**src/rtl/sqclk_divgen.sv**
```systemverilog
module sqclk_divgen #(
  parameter int W = 8
) (
  input  logic         clk,
  input  logic         rst_n,
  input  logic [W-1:0] div_i,
  input  logic         run_i,
  input  logic         csn_i,
  output logic         sclk_o,
  output logic         rise_o,
  output logic         fall_o
);

  logic         active;
  logic         csn_q;
  logic [W-1:0] div_q;
  logic [W-1:0] cnt;
  logic [W-1:0] cnt_n;
  logic [W:0]   hi_len;
  logic         cs_rise;

  assign cs_rise = csn_i & ~csn_q;
  assign hi_len  = ({1'b0, div_q} + (W+1)'(2)) >> 1;
  assign cnt_n   = (cnt == div_q) ? '0 : cnt + 1'b1;

  always_ff @(posedge clk or negedge rst_n) begin
    if (!rst_n) begin
      active <= 1'b0;
      csn_q  <= 1'b1;
      div_q  <= W'(1);
      cnt    <= '0;
      sclk_o <= 1'b0;
      rise_o <= 1'b0;
      fall_o <= 1'b0;
    end else begin
      csn_q <= csn_i;
      if (run_i && !active) begin
        active <= 1'b1;
        div_q  <= (div_i == '0) ? W'(1) : div_i;
        cnt    <= '0;
        sclk_o <= 1'b1;
        rise_o <= ~sclk_o;
        fall_o <= 1'b0;
      end else if (run_i) begin
        cnt    <= cnt_n;
        sclk_o <= {1'b0, cnt_n} < hi_len;
        rise_o <= (cnt_n == '0);
        fall_o <= ({1'b0, cnt_n} == hi_len);
      end else if (cs_rise) begin
        active <= 1'b0;
        sclk_o <= 1'b1;
        rise_o <= ~sclk_o;
        fall_o <= 1'b0;
      end else begin
        active <= 1'b0;
        sclk_o <= 1'b0;
        rise_o <= 1'b0;
        fall_o <= sclk_o;
      end
    end
  end

  a_r7_rise_on_edge: assert property (@(posedge clk) disable iff (!rst_n)
    rise_o |-> (sclk_o && !$past(sclk_o)));
  a_r7_fall_on_edge: assert property (@(posedge clk) disable iff (!rst_n)
    fall_o |-> (!sclk_o && $past(sclk_o)));
  a_r7_exclusive: assert property (@(posedge clk) disable iff (!rst_n)
    !(rise_o && fall_o));
  a_r2_no_zero_div: assert property (@(posedge clk) disable iff (!rst_n)
    active |-> (div_q != '0));
  a_r5_pulse_high: assert property (@(posedge clk) disable iff (!rst_n)
    (cs_rise && !run_i) |=> sclk_o);
  a_r5_pulse_ends: assert property (@(posedge clk) disable iff (!rst_n)
    (cs_rise && !run_i) ##1 (!run_i && !cs_rise) |=> !sclk_o);
  a_r6_idle_low: assert property (@(posedge clk) disable iff (!rst_n)
    (!run_i && !cs_rise) |=> !sclk_o);
  a_r8_div_held: assert property (@(posedge clk) disable iff (!rst_n)
    (active && run_i) |=> $stable(div_q));

endmodule

```
**config.mk**
```make
export PLATFORM = sky130hd
export DESIGN_NAME = sqclk_divgen
export DESIGN_NICKNAME = d
export VERILOG_FILES = /design/src/rtl/sqclk_divgen.sv
export SDC_FILE = /design/constraint.sdc
export NUM_CORES = 1
export LEC_CHECK = 0
export ABC_CLOCK_PERIOD_IN_PS = 3250
export BUFFER_PORTS_ARGS = -buffer_cell sky130_fd_sc_hd__buf_2
export CAP_MARGIN = 5
export CORE_UTILIZATION = 25
export DETAILED_ROUTE_END_ITERATION = 6
export MAX_ROUTING_LAYER = met4
export PLACE_DENSITY = 0.43
export SYNTH_ARGS = -nofsm -noshare
export SYNTH_HDL_FRONTEND = slang
export SYNTH_SLANG_ARGS = --single-unit
```
**constraint.sdc**
```tcl
create_clock -name clk -period 3.25 [get_ports clk]
set_input_delay 0 -clock clk [delete_from_list [all_inputs] [get_ports clk]]
set_output_delay 0 -clock clk [all_outputs]
set_load 0.1 [all_outputs]
```
==> qor.txt <==
Net Count, Synth - 187
slew margin rel. - 40.3%
Num CTS Buffers - 3
design area - 1760 um^2
Clock Skew - 0.00325 ns
Fin Hold WS - 0.223 ns
R2R Path Start - cnt[0]
worst reg2reg endpoint - sclk_o
Worst Path Required - 3.43 ns
sequential power share - 46.6%
Top FF cell, synth - dfrtp_1
asr flop ratio synth - 100%
CP max FO - 9
postcts setup bufs - 0
mux cell area share after synthesis - 4.73%
P&R area growth vs syn - 17.0%
Overall Global Routing Usage - 12.9%
worst vdd ir - 187 uV
Core Region - 5640 um^2
final worst setup slack - 0.668 ns
WL per Instance - 13.9 um
Cell Pwr Density - 395 nW/um^2
setup TNS - 0 ns
GPL Wtd Cong - 0.870
Sink Count - 21
sw frac - 34.0%
fill cell count - 577
share of layout cells above drive strength 1 - 14.2%
Gate power share - 28.0%
Syn Area/Cell - 9.13 um^2
total stage count of the critical path - 10
RSZ-0062 raised after global routing - no
CP Class - reg2reg
Clock Power Share - 25.4%
pre-CTS WS - 0.694 ns
first-pass GRT wire length - 6.10 mm
# setup viols final - 0
CTS tree - done
Post-Route WL - 3.55 mm
post-synthesis sequential area ratio - 35.0%
final core occ - 31.2%
post-route antenna net violation count - 0
status - completed
Mapped Area - 1510 um^2
Starting Density - 26.7%
Max stage delay cell, worst path - dfrtp_1
Leakage - 0.000768 uW
worst reg2reg path depth - 10
Clock Tree Root - clkbuf_8
CP Capture Type - flop
Nets - 206
crit-path cells - ha_1 -> and3_1 -> nand3_1 -> xor2_1 -> nor2_1 -> ha_1 -> nor2b_1 -> o21ai_0 -> nand3b_1 -> o21ai_0
PortBufs - 14
die area - 6340 um^2
drt first-iter violations - 101
Bufs on Longest Clock Path - 2
DP HPWL - 2.69 mm
vias per std cell - 4.85
post-synth cell types - 41
sw power - 236 uW
Clk pin slew, worst setup/hold paths - 0.08 ns
worst skew pair latency - 0.26 ns
largest family of logic cells by synthesized area - simple AND/OR/NAND/NOR gates
H-tree depth - 1
cells after synthesis - 165
via count - 1237
adder-cell share of the synthesized area - 8.31%
final hold vios - 0
Slew Limit Fails - 0
yosys synthesis warning count - 0
post-synthesis compound-gate area fraction - 14.7%
initial antenna violation count - 0
IO Pins - 15
Overflow after GRT - 0
pin count of the biggest net entering global routing - 22
Startpoint Class - flop
Reg2Reg Setup Slack - 0.67 ns
#FFs+latches synth - 21
hold crit path type - in2async
vias in the first global route - 1270
Pre-antenna DRT Iters - 4
Die Height - 79.6 um
number of synthesized flops with an enable pin - 0
DRC - 0
CP delay by family, top - simple AND/OR/NAND/NOR gates
Final period util - 79.5%
Max Fclk - 387 MHz
Rows - 27
Worst EP arrival - 2.76 ns
Tmin final - 2.58 ns
Area after DPL - 1610 um^2
Bufs and invs on worst path - 0
Synth Area in Simple Gates - 20.0%
Antenna diodes - 0
Die Wd - 79.6 um
actual slew at the worst max-slew pin - 0.894 ns
xor-xnor portion of the synthesized cell area - 11.0%
P_int - 460 uW
MaxCap Viol Count - 0
slowest stage delay, CP - 0.52 ns
==> state kept, by name, indices dropped and copies added (netlist names) <==
register and count:
cnt 8, active 1, div_q 8, sclk_o 1, csn_q 1, rise_o 1, fall_o 1
==> through the flow <==
step,power [uW],instances
4_1_cts,706,255
3_5_place_dp,515,240
3_3_place_gp,509,240
6_report,696,255
2_1_floorplan,462,165
5_1_grt,745,255
==> metal layers <==
layer / vias to the layer above / routed length, um / global-route usage (%)
met4: 0 / 51 / 4.36
met2: 28 / 1660 / 20.0
met3: 4 / 111 / 3.31
li1: 616 / - / -
met1: 589 / 1720 / 16.3
met5: - / 0 / -
==> synthesized netlist by cell type (2+ instances only) <==
cell type	count	share of area [%]
nand3b_1	2	1.0
dfstp_2	2	3.5
xnor2_1	13	7.6
mux2_1	3	2.2
dfrtp_1	19	32
nor2b_1	4	1.7
mux2_2	2	1.5
nand2_1	12	3.0
buf_2	4	1.3
a22o_1	6	3.5
inv_1	7	1.7
o21ai_0	5	1.7
ha_1	10	8.3
nor2_1	18	4.5
clkbuf_1	5	1.2
o31ai_1	5	2.5
nand3_1	7	2.3
o211ai_1	4	2.0
nand4_1	6	2.5
a21oi_1	5	1.7
xor2_1	6	3.5
==> worst max-delay path by stage <==
stage	from	endpoint	slack, ns
after global routing	cnt[0]	sclk_o	0.44
after global placement	cnt[0]	sclk_o	0.72
after floorplan	cnt[0]	sclk_o	1.03
after CTS	cnt[0]	sclk_o	0.67
final	cnt[0]	sclk_o	0.67
after detailed placement	cnt[0]	sclk_o	0.69
==> cell type report <==
class | count | area, um^2 | area share (%)
Inverter | 7 | 26.3 | 1.49
Sequential cell | 21 | 528 | 30.0
Tap cell | 72 | 90.1 | 5.11
Clock buffer | 4 | 45.0 | 2.56
Multi-Input combinational cell | 125 | 886 | 50.2
Timing Repair Buffer | 26 | 188 | 10.6
==> cells by family (layout without fill, tap and decap cells) <==
family / count (synthesis) / after routing
xor gates and xnor gates: 19 / 19
muxes: 6 / 6
adders and majority gates: 10 / 10
buffers and inverters: 19 / 37
and+or+nand+nor: 59 / 59
DFF: 21 / 21
AOI/OAI and AO/OA: 31 / 31
==> layout by cell type (no fill, tap or decap), drive strengths merged, types with 2 or more instances in the layout <==
cell	count
nor2b	4
nand2	13
a21oi	5
nand4	6
xor2	6
nand3	7
mux2	6
nand3b	2
ha	10
and4	2
o31ai	5
clkbuf	4
o21ai	6
dfrtp	19
dfstp	2
buf	15
a22o	6
o211ai	4
nor2	18
xnor2	13
dlygate4sd3	11
inv	7
==> repair_timing <==
item / CTS / global route
resized for setup: 0 / 0
hold buffers: 11 / 0
endpoints found under the hold margin: 29 / 0
==> power groups by stage <==
| stage | combinational (uW) | sequential, uW | clock, uW |
|---|---|---|---|
| 4_1_cts | 198 | 324 | 185 |
| 2_1_floorplan | 121 | 341 | 0 |
| 5_1_grt | 219 | 329 | 198 |
| 6_report | 195 | 324 | 177 |
| 3_3_place_gp | 181 | 328 | 0 |
| 3_5_place_dp | 187 | 329 | 0 |
Note: power is estimated with default switching activity, not from simulation.
